## src/rtl/wdt_pkg.sv

```systemverilog
package wdt_pkg;

    typedef enum logic {
        WD_IDLE = 1'b0,
        WD_RUN  = 1'b1
    } wd_state_e;

    localparam int unsigned WD_LARGEST_MS = 20240;

    // Period in ms for the register-style codes; reserved codes give the largest.
    function automatic int unsigned spi_period_ms(input logic [2:0] m, input logic [1:0] p);
        int unsigned step;
        step = int'(p) + 1;
        case (m)
            3'd0:    return 4 * step;
            3'd1:    return 32 * step;
            3'd2:    return 128 * step;
            3'd3:    begin
                case (p)
                    2'd0:    return 256;
                    2'd1:    return 384;
                    2'd2:    return 512;
                    default: return 768;
                endcase
            end
            3'd4:    return 512 * step;
            3'd5:    return 2048 * step;
            3'd6:    return (p == 2'd0) ? 10240 : WD_LARGEST_MS;
            default: return WD_LARGEST_MS;
        endcase
    endfunction

endpackage

```

## src/rtl/wdt_edge_sync.sv

```systemverilog
module wdt_edge_sync #(
    parameter int unsigned STAGES = 2
) (
    input  logic clk,
    input  logic rst_n,
    input  logic async_i,
    output logic rise_o
);
    localparam int unsigned LEN = STAGES + 1;

    logic [LEN-1:0] chain_d, chain_q;

    always_comb begin
        chain_d = {chain_q[LEN-2:0], async_i};
    end

    always_ff @(posedge clk) begin
        if (!rst_n) chain_q <= '0;
        else        chain_q <= chain_d;
    end

    assign rise_o = chain_q[STAGES-1] & ~chain_q[STAGES];


    rise_single_chk: assert property (@(posedge clk) disable iff (!rst_n)
        rise_o |=> !rise_o);

endmodule

```

## src/rtl/wdt_period_sel.sv

```systemverilog
module wdt_period_sel #(
    parameter int unsigned CNT_W     = 15,
    parameter int unsigned PIN_SHORT = 40,
    parameter int unsigned PIN_MID   = 600,
    parameter int unsigned PIN_LONG  = 6000
) (
    input  logic             pin_mode_i,
    input  logic [1:0]       pin_sel_i,
    input  logic [2:0]       mult_i,
    input  logic [1:0]       presc_i,
    output logic [CNT_W-1:0] period_o
);
    import wdt_pkg::*;

    int unsigned ms;

    always_comb begin
        if (pin_mode_i) begin
            case (pin_sel_i)
                2'd0:    ms = PIN_SHORT;
                2'd1:    ms = PIN_MID;
                default: ms = PIN_LONG;
            endcase
        end else begin
            ms = spi_period_ms(mult_i, presc_i);
        end
        period_o = ms[CNT_W-1:0];
    end

endmodule

```

## src/rtl/wdt_core.sv

```systemverilog
module wdt_core #(
    parameter int unsigned CNT_W = 15
) (
    input  logic             clk,
    input  logic             rst_n,
    input  logic             tick_i,
    input  logic             svc_i,
    input  logic             mode_to_i,
    input  logic [CNT_W-1:0] period_i,
    output logic             good_o,
    output logic             err_o
);
    import wdt_pkg::*;

    typedef struct packed {
        wd_state_e        state;
        logic [CNT_W-1:0] cnt;
        logic             good;
        logic             err;
    } core_s;

    core_s d, q;
    logic [CNT_W-1:0] half;
    logic [CNT_W:0]   cnt_inc;

    always_comb begin
        half    = period_i >> 1;
        cnt_inc = {1'b0, q.cnt} + 1'b1;
        d       = q;
        d.good  = 1'b0;
        d.err   = 1'b0;
        case (q.state)
            WD_IDLE: begin
                if (svc_i) begin
                    d.state = WD_RUN;
                    d.cnt   = '0;
                end
            end
            default: begin
                if (svc_i) begin
                    d.cnt = '0;
                    if (!mode_to_i && (q.cnt < half)) d.err  = 1'b1;
                    else                               d.good = 1'b1;
                end else if (tick_i) begin
                    if (cnt_inc >= {1'b0, period_i}) begin
                        d.err = 1'b1;
                        d.cnt = '0;
                    end else begin
                        d.cnt = cnt_inc[CNT_W-1:0];
                    end
                end
            end
        endcase
    end

    always_ff @(posedge clk) begin
        if (!rst_n) q <= '{state: WD_IDLE, cnt: '0, good: 1'b0, err: 1'b0};
        else        q <= d;
    end

    assign good_o = q.good;
    assign err_o  = q.err;


    pulse_excl_chk: assert property (@(posedge clk) disable iff (!rst_n)
        !(good_o && err_o));

    idle_quiet_chk: assert property (@(posedge clk) disable iff (!rst_n)
        (q.state == WD_IDLE) |-> (!good_o && !err_o));

    stay_run_chk: assert property (@(posedge clk) disable iff (!rst_n)
        (q.state == WD_RUN) |=> (q.state == WD_RUN));

    restart_chk: assert property (@(posedge clk) disable iff (!rst_n)
        (good_o || err_o) |-> ((q.state == WD_RUN) && (q.cnt == '0)));

    early_err_chk: assert property (@(posedge clk) disable iff (!rst_n)
        ((q.state == WD_RUN) && svc_i && !mode_to_i && (q.cnt < half)) |=> err_o);

    timeout_good_chk: assert property (@(posedge clk) disable iff (!rst_n)
        ((q.state == WD_RUN) && svc_i && mode_to_i) |=> good_o);

endmodule

```

## src/rtl/svc_watchdog.sv

```systemverilog
module svc_watchdog #(
    parameter int unsigned CNT_W       = 15,
    parameter int unsigned SYNC_STAGES = 2,
    parameter int unsigned PIN_SHORT   = 40,
    parameter int unsigned PIN_MID     = 600,
    parameter int unsigned PIN_LONG    = 6000
) (
    input  logic       clk,
    input  logic       rst_n,
    input  logic       tick_ms,
    input  logic       pin_mode,
    input  logic [1:0] pin_sel,
    input  logic       mode_timeout,
    input  logic [2:0] mult,
    input  logic [1:0] presc,
    input  logic       trig_in,
    input  logic       svc_wr,
    output logic       good_o,
    output logic       err_o
);
    logic             trig_rise;
    logic             svc;
    logic [CNT_W-1:0] period;

    wdt_edge_sync #(.STAGES(SYNC_STAGES)) u_sync (
        .clk     (clk),
        .rst_n   (rst_n),
        .async_i (trig_in),
        .rise_o  (trig_rise)
    );

    wdt_period_sel #(
        .CNT_W     (CNT_W),
        .PIN_SHORT (PIN_SHORT),
        .PIN_MID   (PIN_MID),
        .PIN_LONG  (PIN_LONG)
    ) u_period (
        .pin_mode_i (pin_mode),
        .pin_sel_i  (pin_sel),
        .mult_i     (mult),
        .presc_i    (presc),
        .period_o   (period)
    );

    assign svc = trig_rise | svc_wr;

    wdt_core #(.CNT_W(CNT_W)) u_core (
        .clk       (clk),
        .rst_n     (rst_n),
        .tick_i    (tick_ms),
        .svc_i     (svc),
        .mode_to_i (mode_timeout),
        .period_i  (period),
        .good_o    (good_o),
        .err_o     (err_o)
    );

endmodule

```

## config.mk

```make
export PLATFORM = sky130hd
export DESIGN_NAME = svc_watchdog
export DESIGN_NICKNAME = d
export VERILOG_FILES = /design/src/rtl/wdt_pkg.sv /design/src/rtl/wdt_edge_sync.sv /design/src/rtl/wdt_period_sel.sv /design/src/rtl/wdt_core.sv /design/src/rtl/svc_watchdog.sv
export SDC_FILE = /design/constraint.sdc
export NUM_CORES = 1
export LEC_CHECK = 0
export ABC_AREA = 1
export BUFFER_PORTS_ARGS = -buffer_cell sky130_fd_sc_hd__clkbuf_2
export CORE_ASPECT_RATIO = 1.1
export CORE_MARGIN = 2
export CORE_UTILIZATION = 30
export DETAILED_ROUTE_END_ITERATION = 8
export HOLD_SLACK_MARGIN = 0.15
export REMOVE_ABC_BUFFERS = 1
export SYNTH_ARGS = -nofsm -noshare
export SYNTH_HDL_FRONTEND = slang
export SYNTH_SLANG_ARGS = --single-unit
```

## constraint.sdc

```tcl
create_clock -name clk -period 7.1 [get_ports clk]
set_input_delay 1.42 -clock clk [delete_from_list [all_inputs] [get_ports clk]]
set_output_delay 1.42 -clock clk [all_outputs]
set_load 0.02 [all_outputs]
```

==> impl_metrics.toml <==
[status]
outcome = "finished, final reports clean"

[job]
maxCapViolations = 0

[timing]
period_minus_slack_ns = 3.59
setup_viol = 0
hold_viol = 0
fin_skew_ns = 0.00412
slew_violations = 0
rsz0062_at_grt = "no"
worst_pin_slew_ns = 1.01
max_freq_mhz = 279
slew-limit-headroom = 0.324
setup-tns-final_ns = 0
post-route-period-util = 0.505

[hold_path]
holdPathEnd = "u_sync.chain_q[1]"
hp-start = "u_sync.chain_q[0]"
worstHoldPathType = "register to register"
hold_depth = 2

[die]
rows = 32
die_w_um = 84.4
start_util = 0.306
dieArea_um2 = 7800
coreArea_um2 = 6970
die-height_um = 92.4
num_io_pins = 16

[cts]
cts-buffers-inserted = 3
cts_buffer_depth = 2
cts.repair.resized = 0
htree_levels = 1
cts.sinks = 21
ctsRootBufferMaster = "clkbuf_8"
insertion_delay_ns = 0.26
cts_tree = "built"
post-cts-setup-buffer-count = 0
clk_pin_slew_ns = 0.08
hold_buffers = 0

[drt]
routed_wl_mm = 5.37
drtAntennaViolNets = 0
vias = 2131
viasPerCell = 4.94
drc = 0
drtIter0Drc = 124
routedWlPerCell_um = 12.5
dr.pass1.iters = 5

[synthesis]
yosys-top-cells-area = "dfxtp_1 (20%), ha_1 (19%), nand2_1 (13%), inv_1 (10%), a21oi_1 (6.6%)"
synthArstFlopShare = 0
netlist_top_cells_count = "nand2_1 (75), inv_1 (57), nor2_1 (35)"
synth_top_area_frac = 0.197
synthCells = 333
yosysMostFrequentCell = "nand2_1"
yosysSeqAreaShare = 0.197
syn_area_um2 = 2130
yosysUniqueCellTypes = 31
synth_edf_count = 0
synth_top_cell_by_area = "dfxtp_1"
yosysWarnings = 0
synthFlopType = "dfxtp_1"
synth-seq-cells = 21
synth_area_per_cell_um2 = 6.41

[placed_design]
dp_hpwl_mm = 4.35
place_congestion = 0.942
port_buffers = 15

[layout]
multi_input_comb_area_um2 = 1460
syn_to_final_growth_pct = 9.03
n_antenna_cell = 0
fillers = 790
seq_area_um2 = 420
drive_gt1_frac = 0.0838
final_util = 0.334
num-nets-final = 393

[critical_path]
reg2reg_to = "u_core.q[12]"
rr_worst_depth = 13
r2r_setup_slack_ns = 4.28
crit_path_start_kind = "input port"
crit_fanout = 16
cp.required_ns = 7.29
end_kind = "register"
cp.arrival_ns = 3.77
crit_type = "input port to register"
r2r_start = "u_core.q[4]"

[power_and_ir_drop]
p_leak_uw = 0.00116
max-vdd-ir-drop_mv = 0.0889
power_density_nw_per_um2 = 106

[global_route]
antenna_found_initial = 0
grt_remaining_overflow = 0
grt_usage = 0.138
first_global_vias = 1951
grt_max_degree = 17
grt_pass1_wl_mm = 8.97
==> registers in the layout, summed over array words and instances, names as in the netlist <==
signal,flops
u_core.good_o,1
u_core.q,16
u_sync.chain_q,3
u_core.err_o,1
==> logic make-up (layout without fill, tap and decap cells) <==
group | Yosys count | after routing | share of synthesized area
xor+xnor | 7 | 7 | 0.0287
buf+inv | 63 | 76 | 0.117
compound gates | 51 | 51 | 0.131
fa+ha+maj | 32 | 32 | 0.188
flops | 21 | 21 | 0.197
simple gates | 159 | 159 | 0.339
==> critical path: stages <==
cell,delay (ns)
clkbuf_2,0.18
inv_1,0.12
ha_1,0.22
o21ai_0,0.28
inv_1,0.07
nor2_1,0.09
inv_1,0.09
ha_1,0.27
inv_1,0.09
nor2_1,0.07
nor3_4,0.52
nand4_1,0.19
a21oi_1,0.16
==> stage by stage <==
stage	total power (µW)	cell area, µm²	hold WS [ns]	instances	setup WS (ns)
6_report	246	2330	0.418	431	3.51
5_1_grt	260	2330	0.456	431	3.20
4_1_cts	249	2330	0.430	431	3.56
3_5_place_dp	171	2280	0.407	427	3.29
3_3_place_gp	170	2280	0.409	427	3.31
2_1_floorplan	155	2100	0.390	327	3.84
==> metal layers <==
layer / GRT usage / up-vias / part of all wire
li1: - / 1119 / -
met4: 0.0291 / 0 / 0.010
met1: 0.191 / 967 / 0.48
met5: 0 / - / 0
met3: 0.00802 / 6 / 0.036
met2: 0.236 / 39 / 0.48
==> placed cells by master (no fill, tap or decap) <==
| cell type | instances |
|---|---|
| o22ai_1 | 2 |
| inv_1 | 57 |
| clkbuf_2 | 15 |
| ha_1 | 32 |
| nand3_1 | 17 |
| nand2_2 | 2 |
| o21bai_1 | 1 |
| o21a_1 | 1 |
| o221ai_1 | 1 |
| nor2_4 | 2 |
| a21o_1 | 1 |
| o21ai_0 | 13 |
| nor3_2 | 2 |
| nand2_1 | 75 |
| clkbuf_8 | 3 |
| nor3_1 | 6 |
| xor2_1 | 4 |
| a21oi_1 | 28 |
| nand4_1 | 17 |
| clkinv_2 | 1 |
| nor3_4 | 1 |
| xnor2_1 | 3 |
| a31oi_1 | 2 |
| nor2_1 | 35 |
| nand2_4 | 1 |
| a31o_2 | 1 |
| nor2_2 | 1 |
| o2111ai_1 | 1 |
| dfxtp_1 | 21 |
==> worst max-delay path by stage <==
stage,startpoint,to,slack [ns],depth (start not counted)
finish,presc[0],u_core.q[12],3.51,13
global route,presc[0],u_core.q[5],3.20,17
CTS,presc[0],u_core.q[15],3.56,17
detailed placement,presc[0],u_core.q[12],3.29,13
global placement,presc[0],u_core.q[12],3.31,17
floorplan,mult[1],u_core.err_o,3.84,18
==> area by class of cell <==
class	count	share of cell area
multi-input combinational	249	0.629
sequential	21	0.181
inverter	57	0.0920
tap	85	0.0457
timing repair buffer	15	0.0323
clock buffer	3	0.0178
clock inverter	1	0.00215
==> power by group <==
| part | internal [µW] | switching (µW) |
|---|---|---|
| logic | 15.3 | 31.9 |
| registers | 120 | 0.974 |
| clock network | 39.1 | 39.1 |
Power figures use the tool's default switching activity.
